[src/rtl/dma_chan_pkg.sv]
// Package: types and constants shared by the disk word-transfer channel.
// Assumes: nothing beyond IEEE 1800-2017.
package dma_chan_pkg;

    // Sequencer states for one word move
    typedef enum logic [2:0] {
        ST_IDLE  = 3'd0,
        ST_REQ   = 3'd1,
        ST_LO_IN = 3'd2,
        ST_RDWAIT = 3'd3,
        ST_HI_OUT = 3'd4,
        ST_LO_OUT = 3'd5
    } seq_state_t;

    // Which bank a pending memory read went to
    typedef enum logic [1:0] {
        SRC_NONE = 2'd0,
        SRC_BASE = 2'd1,
        SRC_EXP  = 2'd2
    } rd_src_t;

    localparam logic [2:0] IRQ_LVL_DISK = 3'd2;
    localparam logic [2:0] IRQ_LVL_KBD  = 3'd3;
    localparam logic [2:0] IRQ_LVL_NONE = 3'd0;
    localparam logic [15:0] OPEN_BUS_WORD = 16'hFFFF;

endpackage

[src/rtl/dma_ctrl_mux.sv]
// Module: picks the controller in use from the drive selects and routes
// its request, read byte and strobes. Floppy wins when both are selected.
// Assumes: strobes are single-cycle and qualified by the caller with drq.
module dma_ctrl_mux (
    input  logic       sel_fd,
    input  logic       sel_hd,
    input  logic       fd_drq,
    input  logic [7:0] fd_rdata,
    input  logic       hd_drq,
    input  logic [7:0] hd_rdata,
    input  logic       pop,
    input  logic       push,
    output logic       sel_any,
    output logic       drq,
    output logic [7:0] rbyte,
    output logic       fd_rd_stb,
    output logic       fd_wr_stb,
    output logic       hd_rd_stb,
    output logic       hd_wr_stb
);
    logic use_fd;
    logic use_hd;

    // Resolve the active controller with floppy priority
    always_comb begin
        use_fd  = sel_fd;
        use_hd  = !sel_fd && sel_hd;
        sel_any = use_fd || use_hd;
    end

    // Route request and read byte from the active controller
    always_comb begin
        if (use_fd) begin
            drq   = fd_drq;
            rbyte = fd_rdata;
        end else if (use_hd) begin
            drq   = hd_drq;
            rbyte = hd_rdata;
        end else begin
            drq   = 1'b0;
            rbyte = 8'h00;
        end
    end

    // Steer the byte strobes to the active controller only
    always_comb begin
        fd_rd_stb = use_fd && pop;
        fd_wr_stb = use_fd && push;
        hd_rd_stb = use_hd && pop;
        hd_wr_stb = use_hd && push;
    end
endmodule

[src/rtl/dma_mem_steer.sv]
// Module: decodes a physical byte address into a base or expansion bank hit
// and a word address inside that bank; unpopulated space hits neither.
// Assumes: BASE_SPLIT is the start of expansion space; sizes are in bytes.
module dma_mem_steer #(
    parameter int unsigned AW         = 22,
    parameter int unsigned BASE_SPLIT = 32'h0020_0000,
    parameter int unsigned BASE_BYTES = 32'h0020_0000,
    parameter int unsigned EXP_BYTES  = 32'h0010_0000
) (
    input  logic [AW-1:0] paddr,
    output logic          hit_base,
    output logic          hit_exp,
    output logic [AW-2:0] bank_addr
);
    localparam logic [AW:0] SPLIT_W = (AW+1)'(BASE_SPLIT);
    localparam logic [AW:0] BLIM_W  = (AW+1)'(BASE_BYTES);
    localparam logic [AW:0] ELIM_W  = (AW+1)'(EXP_BYTES);

    logic [AW:0]   pa_ext;
    logic [AW:0]   exp_off;
    logic          in_exp_space;
    logic          unused_lsb;

    // Widen the address and form the expansion offset
    always_comb begin
        pa_ext       = {1'b0, paddr};
        exp_off      = pa_ext - SPLIT_W;
        in_exp_space = pa_ext >= SPLIT_W;
    end

    // Decide which bank, if any, is populated at this address
    always_comb begin
        hit_base = !in_exp_space && (pa_ext < BLIM_W);
        hit_exp  = in_exp_space && (exp_off < ELIM_W);
    end

    // Word address inside the chosen bank
    always_comb begin
        bank_addr = in_exp_space ? exp_off[AW-1:1] : paddr[AW-1:1];
    end

    assign unused_lsb = exp_off[0] ^ exp_off[AW];
endmodule

[src/rtl/dma_notify.sv]
// Module: registered missed-transfer strobes and interrupt-level encoder.
// Assumes: busy comes from the sequencer; all outputs lag inputs by a cycle.
module dma_notify
    import dma_chan_pkg::*;
(
    input  logic       clk,
    input  logic       rst_n,
    input  logic       busy,
    input  logic       fd_drq,
    input  logic       hd_drq,
    input  logic       fd_irq,
    input  logic       hd_irq,
    input  logic       kbd_irq,
    output logic       fd_miss,
    output logic       hd_miss,
    output logic [2:0] irq_level
);
    // Flag a request that arrives while no transfer runs, hard disk first
    always_ff @(posedge clk) begin
        if (!rst_n) begin
            fd_miss <= 1'b0;
            hd_miss <= 1'b0;
        end else begin
            hd_miss <= !busy && hd_drq;
            fd_miss <= !busy && !hd_drq && fd_drq;
        end
    end

    // Encode the processor interrupt level with disk above keyboard
    always_ff @(posedge clk) begin
        if (!rst_n) begin
            irq_level <= IRQ_LVL_NONE;
        end else if (fd_irq || hd_irq) begin
            irq_level <= IRQ_LVL_DISK;
        end else if (kbd_irq) begin
            irq_level <= IRQ_LVL_KBD;
        end else begin
            irq_level <= IRQ_LVL_NONE;
        end
    end
endmodule

[src/rtl/dma_seq.sv]
// Module: word sequencer. Checks access and request, packs or unpacks byte
// pairs high byte first, runs one memory cycle per word, advances address
// and count, and stops at the terminal count or on a failed access check.
// Assumes: memory read data arrives one cycle after the read cycle; the
// translated address is stable while the logical address is unchanged.
module dma_seq
    import dma_chan_pkg::*;
#(
    parameter int unsigned AW      = 22,
    parameter int unsigned CNT_END = 16384,
    localparam int unsigned CW     = $clog2(CNT_END) + 1
) (
    input  logic          clk,
    input  logic          rst_n,
    input  logic          start,
    input  logic          to_disk,
    input  logic [AW-1:0] start_addr,
    input  logic [CW-2:0] start_count,
    input  logic          sel_any,
    input  logic          drq,
    input  logic [7:0]    rbyte,
    input  logic          xlat_ok,
    input  logic          hit_base,
    input  logic          hit_exp,
    input  logic [15:0]   base_rdata,
    input  logic [15:0]   exp_rdata,
    output logic          pop,
    output logic          push,
    output logic [7:0]    wbyte,
    output logic          base_cs,
    output logic          exp_cs,
    output logic          mem_we,
    output logic [15:0]   mem_wdata,
    output logic [AW-1:0] laddr,
    output logic [CW-1:0] count,
    output logic          busy,
    output logic          err_nosel
);
    localparam logic [CW-1:0] CNT_LAST = CW'(CNT_END - 1);
    localparam logic [AW-1:0] ADDR_STEP = AW'(2);

    seq_state_t state;
    rd_src_t    rd_src;
    logic       dir_out;
    logic [7:0] hi_byte;
    logic [15:0] word_q;
    logic       step;
    logic       begin_ok;

    // A word may begin only with a controller selected and requesting
    always_comb begin
        begin_ok = (state == ST_REQ) && sel_any && drq && xlat_ok;
    end

    // Strobes, memory cycle and word completion for the current state
    always_comb begin
        pop       = 1'b0;
        push      = 1'b0;
        wbyte     = word_q[7:0];
        base_cs   = 1'b0;
        exp_cs    = 1'b0;
        mem_we    = 1'b0;
        mem_wdata = {hi_byte, rbyte};
        step      = 1'b0;
        unique case (state)
            ST_REQ: begin
                if (begin_ok) begin
                    if (!dir_out) begin
                        pop = 1'b1;
                    end else begin
                        base_cs = hit_base;
                        exp_cs  = hit_exp;
                    end
                end
            end
            ST_LO_IN: begin
                if (drq) begin
                    pop     = 1'b1;
                    base_cs = hit_base;
                    exp_cs  = hit_exp;
                    mem_we  = 1'b1;
                    step    = 1'b1;
                end
            end
            ST_HI_OUT: begin
                if (drq) begin
                    push  = 1'b1;
                    wbyte = word_q[15:8];
                end
            end
            ST_LO_OUT: begin
                if (drq) begin
                    push  = 1'b1;
                    wbyte = word_q[7:0];
                    step  = 1'b1;
                end
            end
            default: begin
            end
        endcase
    end

    assign busy = (state != ST_IDLE);

    // State, address, count and flag updates
    always_ff @(posedge clk) begin
        if (!rst_n) begin
            state     <= ST_IDLE;
            rd_src    <= SRC_NONE;
            dir_out   <= 1'b0;
            hi_byte   <= 8'h00;
            word_q    <= 16'h0000;
            laddr     <= '0;
            count     <= '0;
            err_nosel <= 1'b0;
        end else if (start) begin
            state     <= ST_REQ;
            dir_out   <= to_disk;
            laddr     <= start_addr;
            count     <= {1'b0, start_count};
            err_nosel <= 1'b0;
        end else begin
            unique case (state)
                ST_REQ: begin
                    if (!sel_any) begin
                        err_nosel <= 1'b1;
                    end else if (drq && !xlat_ok) begin
                        state <= ST_IDLE;
                    end else if (begin_ok && !dir_out) begin
                        hi_byte <= rbyte;
                        state   <= ST_LO_IN;
                    end else if (begin_ok) begin
                        rd_src <= hit_base ? SRC_BASE : (hit_exp ? SRC_EXP : SRC_NONE);
                        state  <= ST_RDWAIT;
                    end
                end
                ST_RDWAIT: begin
                    unique case (rd_src)
                        SRC_BASE: word_q <= base_rdata;
                        SRC_EXP:  word_q <= exp_rdata;
                        default:  word_q <= OPEN_BUS_WORD;
                    endcase
                    state <= ST_HI_OUT;
                end
                ST_HI_OUT: begin
                    if (drq) begin
                        state <= ST_LO_OUT;
                    end
                end
                default: begin
                end
            endcase
            if (step) begin
                laddr <= laddr + ADDR_STEP;
                if (count == CNT_LAST) begin
                    count <= CNT_LAST;
                    state <= ST_IDLE;
                end else begin
                    count <= count + CW'(1);
                    state <= ST_REQ;
                end
            end
        end
    end
endmodule

[src/rtl/disk_dma_channel.sv]
// Module: top of the shared disk word-transfer channel. Wires the controller
// selector, address steering, word sequencer and notification logic.
// Assumes: the translator answers combinationally from xlat_laddr.
module disk_dma_channel #(
    parameter int unsigned AW         = 22,
    parameter int unsigned CNT_END    = 16384,
    parameter int unsigned BASE_SPLIT = 32'h0020_0000,
    parameter int unsigned BASE_BYTES = 32'h0020_0000,
    parameter int unsigned EXP_BYTES  = 32'h0010_0000,
    localparam int unsigned CW        = $clog2(CNT_END) + 1
) (
    input  logic          clk,
    input  logic          rst_n,
    input  logic          start,
    input  logic          to_disk,
    input  logic [AW-1:0] start_addr,
    input  logic [CW-2:0] start_count,
    input  logic          sel_fd,
    input  logic          sel_hd,
    input  logic          fd_drq,
    input  logic [7:0]    fd_rdata,
    output logic          fd_rd_stb,
    output logic          fd_wr_stb,
    output logic          fd_miss,
    input  logic          hd_drq,
    input  logic [7:0]    hd_rdata,
    output logic          hd_rd_stb,
    output logic          hd_wr_stb,
    output logic          hd_miss,
    output logic [7:0]    ctl_wdata,
    input  logic          fd_irq,
    input  logic          hd_irq,
    input  logic          kbd_irq,
    output logic [2:0]    irq_level,
    output logic [AW-1:0] xlat_laddr,
    input  logic [AW-1:0] xlat_paddr,
    input  logic          xlat_ok,
    output logic          base_cs,
    output logic          exp_cs,
    output logic          mem_we,
    output logic [AW-2:0] mem_addr,
    output logic [15:0]   mem_wdata,
    input  logic [15:0]   base_rdata,
    input  logic [15:0]   exp_rdata,
    output logic          dma_busy,
    output logic [CW-1:0] dma_count,
    output logic          err_nosel
);
    logic       sel_any;
    logic       drq;
    logic [7:0] rbyte;
    logic       pop;
    logic       push;
    logic       hit_base;
    logic       hit_exp;

    dma_ctrl_mux u_mux (
        .sel_fd    (sel_fd),
        .sel_hd    (sel_hd),
        .fd_drq    (fd_drq),
        .fd_rdata  (fd_rdata),
        .hd_drq    (hd_drq),
        .hd_rdata  (hd_rdata),
        .pop       (pop),
        .push      (push),
        .sel_any   (sel_any),
        .drq       (drq),
        .rbyte     (rbyte),
        .fd_rd_stb (fd_rd_stb),
        .fd_wr_stb (fd_wr_stb),
        .hd_rd_stb (hd_rd_stb),
        .hd_wr_stb (hd_wr_stb)
    );

    dma_mem_steer #(
        .AW         (AW),
        .BASE_SPLIT (BASE_SPLIT),
        .BASE_BYTES (BASE_BYTES),
        .EXP_BYTES  (EXP_BYTES)
    ) u_steer (
        .paddr     (xlat_paddr),
        .hit_base  (hit_base),
        .hit_exp   (hit_exp),
        .bank_addr (mem_addr)
    );

    dma_seq #(
        .AW      (AW),
        .CNT_END (CNT_END)
    ) u_seq (
        .clk         (clk),
        .rst_n       (rst_n),
        .start       (start),
        .to_disk     (to_disk),
        .start_addr  (start_addr),
        .start_count (start_count),
        .sel_any     (sel_any),
        .drq         (drq),
        .rbyte       (rbyte),
        .xlat_ok     (xlat_ok),
        .hit_base    (hit_base),
        .hit_exp     (hit_exp),
        .base_rdata  (base_rdata),
        .exp_rdata   (exp_rdata),
        .pop         (pop),
        .push        (push),
        .wbyte       (ctl_wdata),
        .base_cs     (base_cs),
        .exp_cs      (exp_cs),
        .mem_we      (mem_we),
        .mem_wdata   (mem_wdata),
        .laddr       (xlat_laddr),
        .count       (dma_count),
        .busy        (dma_busy),
        .err_nosel   (err_nosel)
    );

    dma_notify u_notify (
        .clk       (clk),
        .rst_n     (rst_n),
        .busy      (dma_busy),
        .fd_drq    (fd_drq),
        .hd_drq    (hd_drq),
        .fd_irq    (fd_irq),
        .hd_irq    (hd_irq),
        .kbd_irq   (kbd_irq),
        .fd_miss   (fd_miss),
        .hd_miss   (hd_miss),
        .irq_level (irq_level)
    );
endmodule

[config.mk]
export PLATFORM = sky130hd
export DESIGN_NAME = disk_dma_channel
export DESIGN_NICKNAME = d
export VERILOG_FILES = /design/src/rtl/dma_chan_pkg.sv /design/src/rtl/dma_ctrl_mux.sv /design/src/rtl/dma_mem_steer.sv /design/src/rtl/dma_notify.sv /design/src/rtl/dma_seq.sv /design/src/rtl/disk_dma_channel.sv
export SDC_FILE = /design/constraint.sdc
export NUM_CORES = 1
export LEC_CHECK = 0
export CAP_MARGIN = 20
export CELL_PAD_IN_SITES_DETAIL_PLACEMENT = 1
export CELL_PAD_IN_SITES_GLOBAL_PLACEMENT = 2
export CORE_AREA = 2 2 144 146
export DETAILED_ROUTE_END_ITERATION = 8
export DIE_AREA = 0 0 146 148
export GPL_TIMING_DRIVEN = 0
export PLACE_DENSITY_LB_ADDON = 0.1
export REMOVE_ABC_BUFFERS = 1
export SLEW_MARGIN = 25
export SYNTH_ARGS = -nofsm -noshare
export SYNTH_HDL_FRONTEND = slang
export SYNTH_HIERARCHICAL = 1
export SYNTH_SLANG_ARGS = --single-unit
[constraint.sdc]
create_clock -name clk -period 3 [get_ports clk]
set_clock_uncertainty 0.1 [all_clocks]
set_input_delay 0.6 -clock clk [delete_from_list [all_inputs] [get_ports clk]]
set_output_delay 0.6 -clock clk [all_outputs]
set_load 0.01 [all_outputs]
* Word level (Yosys, flattened, before mapping)
Cells that the tools add are included.
** Storage, ports and cells
- Input port bits :: 118
- Output and inout bits :: 96
- Flip-flop bits (word level) :: 73
** Cells by class
- $lt $le $gt $ge :: 3
- Muxes and demuxes :: 41
- Reductions and logical operators :: 37
- Equal/unequal tests :: 14
- Bitwise gates (word level) :: 5
- Add/subtract/negate cells :: 3
** Operators by type and width (count)
- $mux W22 :: 2
- $mux W8 :: 4
- $pmux W16 S2 :: 1
- $mux W14 :: 2
- $lt A23 B21 Y1 const B :: 1
- $sub A22 B22 Y23 const B :: 1
- $add A22 B2 Y22 const B :: 1
- $ge A22 B22 Y1 const B :: 1
- $lt A22 B22 Y1 const B :: 1
- $mux W21 :: 1
- $mux W3 :: 6
- $mux W1 :: 16
- $add A15 B1 Y15 const B :: 1
- $eq A15 B14 Y1 const B :: 1
- $logic_and A1 B1 Y1 :: 15
- $mux W15 :: 1
- $pmux W3 S3 :: 1
- $mux W2 :: 4
- $ne A4 B2 Y1 const B :: 2
- $reduce_and A4 Y1 :: 2
- $reduce_or A2 Y1 :: 4
- $eq A3 B2 Y1 const B :: 2
- $eq A3 B3 Y1 const B :: 2
- $logic_not A1 Y1 :: 6
- other kinds (16) :: 25

* Logic depth before layout (Yosys ltp)
Gate-level depths: netlist of the first run.
- Word-level depth :: 13
- Gate-level depth with buffers :: 9

* By module
Netlist of the first run, hierarchy kept.
** Modules (own cells, without submodules)
- dma_seq :: times used 1, area each 3867.5 um2, sequential area each 1361.3 um2, cells an instance 452
- dma_mem_steer :: times used 1, area each 178.9 um2, sequential area each 0.0 um2, cells an instance 24
- dma_ctrl_mux :: times used 1, area each 135.1 um2, sequential area each 0.0 um2, cells an instance 17
- dma_notify :: times used 1, area each 133.9 um2, sequential area each 80.1 um2, cells an instance 10

* Worst setup path before layout of the first run
OpenSTA, ideal clock, no wires.
- Kind :: input-to-output
- From :: input sel_hd
- To :: output ctl_wdata[0]
- Required time :: 2.300 ns
- Slack :: 0.170 ns
- Arrival time :: 2.130 ns
- Cell stages on the path :: 6
- Buffers on the path :: 1
- Cells stage by stage :: nor2b_2 -> buf_6 -> a22o_1 -> or2b_1 -> nor2_2 -> mux2_2
** On the way
- Longest elaborated chain between the ends :: 5
** Ends and longest elaborated chain
- from (decl) :: line disk_dma_channel.sv:19 : input logic sel_hd,
- $logic_and A1 B1 Y1 :: line dma_ctrl_mux.sv:27 : use_hd = !sel_fd && sel_hd;
- $mux W1 :: line dma_ctrl_mux.sv:36 : end else if (use_hd) begin
- $mux W1 :: line dma_ctrl_mux.sv:33 : if (use_fd) begin
- net drq :: line disk_dma_channel.sv:50 : logic drq;
- $mux W8 :: line dma_seq.sv:86 : if (drq) begin
- $mux W8
- to (decl) :: line disk_dma_channel.sv:30 : output logic [7:0] ctl_wdata,
The timed path passes the listed nets, and every way through them passes these cells.

* Final worst setup path of the first run
- From :: input sel_fd
- To :: output ctl_wdata[0]
** On the way
- Longest elaborated chain between the ends :: 6
** Ends and longest elaborated chain
- from (decl) :: line disk_dma_channel.sv:18 : input logic sel_fd,
- $logic_not A1 Y1 :: line dma_ctrl_mux.sv:27
- $logic_and A1 B1 Y1 :: line dma_ctrl_mux.sv:27
- $mux W1 :: line dma_ctrl_mux.sv:36
- $mux W1 (*) :: line dma_ctrl_mux.sv:33
- net drq :: line disk_dma_channel.sv:50
- $mux W8 (*) :: line dma_seq.sv:86
- $mux W8 (*)
Mark *: on every way through the listed nets, which the timed path passes. The rest lies on a longest branch.

==> flow_metrics.env, run 1 <==
export IMPL_synth_simple_area_share=0.232
export IMPL_total_of_flip_flops_plus_latches_after_synthesis=72
export IMPL_leakagePower_nw=2.23
export IMPL_p_int_w=0.00195
export IMPL_cts_tree="yes"
export IMPL_cts_htree_levels=3
export IMPL_chipHeight_um=148
export IMPL_area_delta_synth_final_pct=49.2
export IMPL_ctsHoldBuffers=0
export IMPL_finalHoldViolCount=0
export IMPL_synth_adder_area_share=0.0116
export IMPL_clk_pin_slew_ns=0.06
export IMPL_rows=52
export IMPL_drtPass1Iterations=4
export IMPL_cap_viol_max_count=0
export IMPL_synthesis_area_per_instance_um2=8.58
export IMPL_detailroute_via_count=4455
export IMPL_maximum_ir_drop_on_the_vdd_rail_uv=247
export IMPL_remaining_drc_errors=0
export IMPL_grt_remaining_overflow=0
export IMPL_worst_pin_slew_ns=0.730
export IMPL_grt_max_degree=36
export IMPL_critical_path_arrival_ns=2.19
export IMPL_p_sw_w=0.000668
export IMPL_muxShareOfSynthArea=0.0304
export IMPL_async_set_or_reset_flop_fraction_in_the_synthesized_netlist=0
export IMPL_start_kind="input pin"
export IMPL_final_setup_tns_ns=0
export IMPL_ys_types=76
export IMPL_finalCoreUtilization=0.321
export IMPL_whs_path_depth=2
export IMPL_cts_made_buffers=9
export IMPL_crit_fanout=13
export IMPL_max_freq_mhz=346
export IMPL_final_cells=910
export IMPL_clockRootBuffer="sky130_fd_sc_hd__clkbuf_16"
export IMPL_share_clk_of_total_power=0.428
export IMPL_io_buffer_count=172
export IMPL_ioPinCount=214
export IMPL_power_per_cell_area_nw_per_um2=407
export IMPL_drt_antenna_violating_nets=0
export IMPL_numClockSinks=72
export IMPL_worstSkewPairLatency_ns=0.34
export IMPL_crit_required_ns=2.30
export IMPL_die_width_um=146
export IMPL_outcome="finished clean"
export IMPL_globalplace_congestion=0.698
export IMPL_r2r_worst_path_cells=6
export IMPL_post_route_period_util=0.964
export IMPL_synth_sequential_area_ratio=0.334
export IMPL_synth_enable_flop_cells=0
export IMPL_comb_power_share=0.170
export IMPL_place_detailed_hpwl_mm=11.6
export IMPL_nFillCells=2351
export IMPL_hp_class="register to register"
export IMPL_routed_wirelength_mm=16.3
export IMPL_switching_part_of_the_total_power=0.255
export IMPL_grt_pass1_wl_mm=25.7
export IMPL_via_count_of_the_first_global_routing_pass=4728
export IMPL_grt_antenna_before_repair=0
export IMPL_drive_gt1_frac=0.127
export IMPL_combinational_family_with_the_most_area_after_synthesis="compound AO/OA/AOI/OAI gates"
export IMPL_slew_viol_final=0
export IMPL_grt_setup_unrepaired="no"
export IMPL_floorplan_die_area_um2=21600
export IMPL_setup_violations_final=0
export IMPL_initial_utilization=0.215
export IMPL_synth_compound_area_share=0.256
export IMPL_seq_power_share=0.402
export IMPL_coreArea_um2=20000
export IMPL_timing_slew_headroom=0.512
export IMPL_ys_flop_type="sky130_fd_sc_hd__dfxtp_1"
export IMPL_iter_0_drt_violations=99
export IMPL_cts_max_path_bufs=2
export IMPL_timing_final_crit_period_ns=2.89
export IMPL_post_detailed_route_via_to_cell_ratio=4.90
export IMPL_critPathCaptureType="primary output"
export IMPL_routedWlPerCell_um=17.9
export IMPL_synthesis_warnings=6
export IMPL_finalNetCount=757
export IMPL_postSynthCellCount=503
export IMPL_synthXorXnorAreaFrac=0.0244
export IMPL_timing_worst_setup_path_type="input pin to primary output"
export IMPL_insertedDiodeCount=0
export IMPL_dp_cells=881
export IMPL_grt_total_usage=0.151
export IMPL_synthesis_area_um2=4320
[metal layers]
metal  vias to the layer above  track usage  wire length [um]
met5                         -            0                 0
li1                       2154            -                 -
met1                      2156        0.180              7190
met4                         0       0.0359               170
met3                        13       0.0565              1150
met2                       132        0.259              7780
[cell usage after synthesis (10+ instances only)]
library cell / instances / area (um^2)
sky130_fd_sc_hd__a31oi_1: 10 / 62.6
sky130_fd_sc_hd__nor3_1: 12 / 60.1
sky130_fd_sc_hd__buf_4: 30 / 225
sky130_fd_sc_hd__nor2_1: 39 / 146
sky130_fd_sc_hd__o21ai_0: 41 / 205
sky130_fd_sc_hd__nand3_1: 19 / 95.1
sky130_fd_sc_hd__a211oi_1: 24 / 180
sky130_fd_sc_hd__dfxtp_1: 72 / 1440
sky130_fd_sc_hd__nand2_1: 15 / 56.3
sky130_fd_sc_hd__clkbuf_1: 18 / 67.6
sky130_fd_sc_hd__a21oi_1: 23 / 115
sky130_fd_sc_hd__a221oi_1: 16 / 140
[final cells by class]
| type | count | area [um^2] | area share |
|---|---|---|---|
| clock inverter | 3 | 40.0 | 0.00622 |
| sequential | 72 | 1440 | 0.224 |
| tap | 270 | 338 | 0.0525 |
| multi-input combinational | 354 | 2440 | 0.379 |
| inverter | 10 | 41.3 | 0.00641 |
| clock buffer | 13 | 260 | 0.0404 |
| timing repair buffer | 188 | 1880 | 0.291 |
[what timing repair did]
item | CTS | global route
resized for setup | 56 | 6
setup buffers | 11 | 1
hold endpoints to repair | 0 | 0
gates cloned | 1 | 0
endpoints found under the setup margin | 69 | 8
pin swaps | 3 | 2
[sequential cells by signal (all words and copies together), names as in the netlist]
signal and flops:
u_notify/fd_miss 1, u_notify/hd_miss 1, u_notify/irq_level 2, u_seq/count 15, u_seq/dir_out 1, u_seq/err_nosel 1
u_seq/hi_byte 8, u_seq/laddr 22, u_seq/rd_src 2, u_seq/state 3, u_seq/word_q 16
[logic make-up (layout without fill, tap and decap cells)]
group | count (synthesis) | count (layout)
AO/OA/AOI/OAI | 162 | 162
XOR/XNOR | 12 | 12
adder cells (fa/ha/maj) | 4 | 4
buffers and inverters | 77 | 214
flip-flops | 72 | 72
multiplexers | 12 | 12
other | 2 | 2
AND/OR/NAND/NOR | 162 | 162
[layout by cell type, fill, tap and decap left out, drive strengths merged, types with 14 or more instances in the layout]
| cell | instances |
|---|---|
| clkdlybuf4s50 | 153 |
| dfxtp | 72 |
| o21ai | 43 |
| nor2 | 40 |
| buf | 27 |
| a211oi | 24 |
| a21oi | 23 |
| nand3 | 19 |
| a221oi | 16 |
| nand2 | 15 |
| clkbuf | 14 |
[path summary, 6_finish.rpt]
| check | slack [ns] | startpoint | endpoint |
|---|---|---|---|
| worst max-delay path | 0.11 | sel_fd | ctl_wdata[0] |
| worst max register to register | 0.61 | u_seq/state[2] | u_seq/count[7] |
| worst min register to register | 0.38 | u_seq/hi_byte[4] | u_seq/hi_byte[4] |
| worst min-delay path | 0.38 | u_seq/hi_byte[4] | u_seq/hi_byte[4] |
[through the flow]
stage / power [W] / setup slack [ns] / hold slack (ns) / instance area, um^2
2_1_floorplan: 0.00121 / 0.103 / 0.366 / 3880
3_3_place_gp: 0.00150 / -1.78 / 0.362 / 5940
3_5_place_dp: 0.00151 / -1.79 / 0.373 / 6000
4_1_cts: 0.00268 / 0.0241 / 0.382 / 6430
5_1_grt: 0.00275 / 0.0215 / 0.401 / 6440
6_report: 0.00262 / 0.107 / 0.377 / 6440
[power by group through the flow]
stage,combinational (W),sequential (W),clock [W]
2_1_floorplan,0.000131,0.00108,0
3_3_place_gp,0.000426,0.00107,0
3_5_place_dp,0.000438,0.00107,0
4_1_cts,0.000451,0.00105,0.00117
5_1_grt,0.000483,0.00106,0.00120
6_report,0.000444,0.00105,0.00112
[worst max-delay path: stages]
cell and delay, ns:
sky130_fd_sc_hd__buf_4 0.17, sky130_fd_sc_hd__nor2b_4 0.15, sky130_fd_sc_hd__a22o_4 0.14, sky130_fd_sc_hd__or2b_4 0.28, sky130_fd_sc_hd__nor2_4 0.15, sky130_fd_sc_hd__buf_12 0.12, sky130_fd_sc_hd__buf_16 0.10, sky130_fd_sc_hd__mux2_2 0.32
sky130_fd_sc_hd__buf_4 0.15
(Power assumes the default switching activity.)
==> run 2: changes to the inputs <==
--- a/config.mk
+++ b/config.mk
@@ -12,7 +12,7 @@
 export DETAILED_ROUTE_END_ITERATION = 8
 export DIE_AREA = 0 0 146 148
 export GPL_TIMING_DRIVEN = 0
-export PLACE_DENSITY_LB_ADDON = 0.1
+export PLACE_DENSITY = 0.84
 export REMOVE_ABC_BUFFERS = 1
 export SLEW_MARGIN = 25
 export SYNTH_ARGS = -nofsm -noshare
==> run 2 against run 1 <==
Compared with the run above: via count fell by 1.2%; worst setup slack got worse by 0.041 ns; register-to-register slack got worse by 0.04 ns; die area did not move; cell area rose by 0.66%; critical path type unchanged; largest power group unchanged; highest routed layer unchanged.
==> flow_metrics.env, run 2 (synthesis results as in run 1) <==
export IMPL_outcome="finished clean"
export IMPL_initial_utilization=0.215
export IMPL_critical_path_cell_chain="clkdlybuf4s15_1, nor2b_4, a22o_4, or2b_4, nor2_4, buf_6, buf_16, mux2_2, buf_2"
export IMPL_critical_path_arrival_ns=2.23
export IMPL_worst_pin_slew_ns=0.789
export IMPL_insertedDiodeCount=0
export IMPL_remaining_drc_errors=0
export IMPL_finalNetCount=760
export IMPL_post_route_period_util=0.978
export IMPL_cap_viol_max_count=0
export IMPL_start_kind="input pin"
export IMPL_nFillCells=2362
export IMPL_timing_worst_setup_path_type="input pin to primary output"
export IMPL_most_common_layout_cells="sky130_fd_sc_hd__clkdlybuf4s50_1 (154), sky130_fd_sc_hd__dfxtp_1 (72), sky130_fd_sc_hd__o21ai_0 (41), sky130_fd_sc_hd__nor2_1 (38), sky130_fd_sc_hd__a211oi_1 (24)"
export IMPL_maximum_ir_drop_on_the_vdd_rail_uv=216
export IMPL_grt_antenna_before_repair=0
export IMPL_worstSkewPairLatency_ns=0.34
export IMPL_cpMaxStageDelayCell="sky130_fd_sc_hd__mux2_2"
export IMPL_routedWlPerCell_um=17.3
export IMPL_place_detailed_hpwl_mm=11.0
export IMPL_max_freq_mhz=341
export IMPL_total_power_w=0.00273
export IMPL_cts_max_path_bufs=2
export IMPL_rows=52
export IMPL_io_buffer_count=172
export IMPL_crit_buf_inv=4
export IMPL_cts_htree_levels=3
export IMPL_hp_class="register to register"
export IMPL_cts_tree="yes"
export IMPL_critical_path_max_stage_delay_ns=0.32
export IMPL_ioPinCount=214
export IMPL_iter_0_drt_violations=136
export IMPL_detailroute_via_count=4400
export IMPL_die_width_um=146
export IMPL_grt_max_degree=40
export IMPL_timing_slew_headroom=0.472
export IMPL_coreArea_um2=20000
export IMPL_numClockSinks=72
export IMPL_clockRootBuffer="sky130_fd_sc_hd__clkbuf_16"
export IMPL_slew_viol_final=0
export IMPL_post_detailed_route_via_to_cell_ratio=4.82
export IMPL_timing_final_crit_period_ns=2.93
export IMPL_critPathCaptureType="primary output"
export IMPL_area_delta_synth_final_pct=50.2
export IMPL_floorplan_die_area_um2=21600
export IMPL_clk_pin_slew_ns=0.06
export IMPL_grt_total_usage=0.145
export IMPL_top_register_by_number_of_flip_flops="u_seq/laddr"
export IMPL_finalHoldWorstSlack_ns=0.370
export IMPL_drt_antenna_violating_nets=0
export IMPL_globalplace_congestion=0.706
export IMPL_via_count_of_the_first_global_routing_pass=4524
export IMPL_leakagePower_nw=2.26
export IMPL_drive_gt1_frac=0.132
export IMPL_routed_wirelength_mm=15.8
export IMPL_crit_required_ns=2.30
export IMPL_grt_remaining_overflow=0
export IMPL_setup_violations_final=0
export IMPL_largest_reg_flops=22
export IMPL_power_per_cell_area_nw_per_um2=421
export IMPL_cts_made_buffers=9
export IMPL_ctsHoldBuffers=0
export IMPL_chipHeight_um=148
export IMPL_grt_pass1_wl_mm=24.8
export IMPL_crit_fanout=4
export IMPL_grt_setup_unrepaired="no"
export IMPL_drtPass1Iterations=4
export IMPL_reg_largest_list="u_seq/laddr x22, u_seq/word_q x16, u_seq/count x15"
export IMPL_finalHoldViolCount=0
export IMPL_mostFrequentLayoutCell="sky130_fd_sc_hd__clkdlybuf4s50_1"
export IMPL_path_delay_family="simple AND/OR/NAND/NOR gates"
## run 2: cell types whose count changed in the layout (fill, tap and decap cells not counted), moves of 2 or more
cell                            previous run  this run
sky130_fd_sc_hd__buf_16                    3         1
sky130_fd_sc_hd__buf_4                    11        15
sky130_fd_sc_hd__clkinv_2                  3         1
sky130_fd_sc_hd__buf_6                     3         5
sky130_fd_sc_hd__dlygate4sd2_1             7         5
## run 2: power by group
group,switching [W],internal (W)
clock,0.000437,0.000798
combinational,0.000178,0.000263
sequential,0.0000550,0.000997
## run 2: stage by stage
step	utilization	area, um^2	setup TNS, ns	setup slack [ns]	cells
2_1_floorplan	-	3880	0	0.103	436
3_3_place_gp	0.296	5940	-110.34	-1.85	878
3_5_place_dp	0.298	5970	-65.75	-1.87	880
4_1_cts	0.321	6430	0	0.0116	908
5_1_grt	0.323	6480	0	0.00793	913
6_report	0.323	6480	0	0.0658	913
## run 2: worst register-to-register path: cells and delay by family (launching register included)
kind | cells | cell delay (ns)
AOI/OAI and AO/OA | 1 | 0.32
buffers and inverters | 3 | 0.33
DFF | 1 | 0.61
and+or+nand+nor | 3 | 0.96
## run 2: repair_timing
action | in CTS | in global routing
cloned | 1 | 0
setup buffers | 11 | 5
resized for setup | 58 | 5
pin swaps | 3 | 3
setup endpoints to repair | 70 | 9
## run 2: cell type report
| type | count | area [um^2] | area share |
|---|---|---|---|
| multi-input cells | 354 | 2450 | 0.378 |
| inverters | 10 | 41.3 | 0.00637 |
| repair buffers | 191 | 1880 | 0.290 |
| clock inverters | 2 | 60.1 | 0.00926 |
| flip-flops and latches | 72 | 1440 | 0.222 |
| well taps | 270 | 338 | 0.0521 |
| clock buffers | 14 | 274 | 0.0423 |
## run 2: final timing paths
kind | from | slack, ns | to | cells past startpoint
setup / recovery | sel_hd | 0.07 | ctl_wdata[3] | 9
hold / removal | u_seq/err_nosel | 0.37 | u_seq/err_nosel | 2
setup reg to reg | u_seq/state[2] | 0.57 | u_seq/count[7] | 7
hold reg to reg | u_seq/err_nosel | 0.37 | u_seq/err_nosel | 2
## run 2: per-layer routing
metal	wire, um	global-route usage	part of all wire	vias up
li1	-	-	-	2156
met1	7310	0.186	0.46	2088
met2	7240	0.235	0.46	145
met3	1100	0.0435	0.070	11
met4	173	0.0413	0.011	0
met5	0	0	0	-
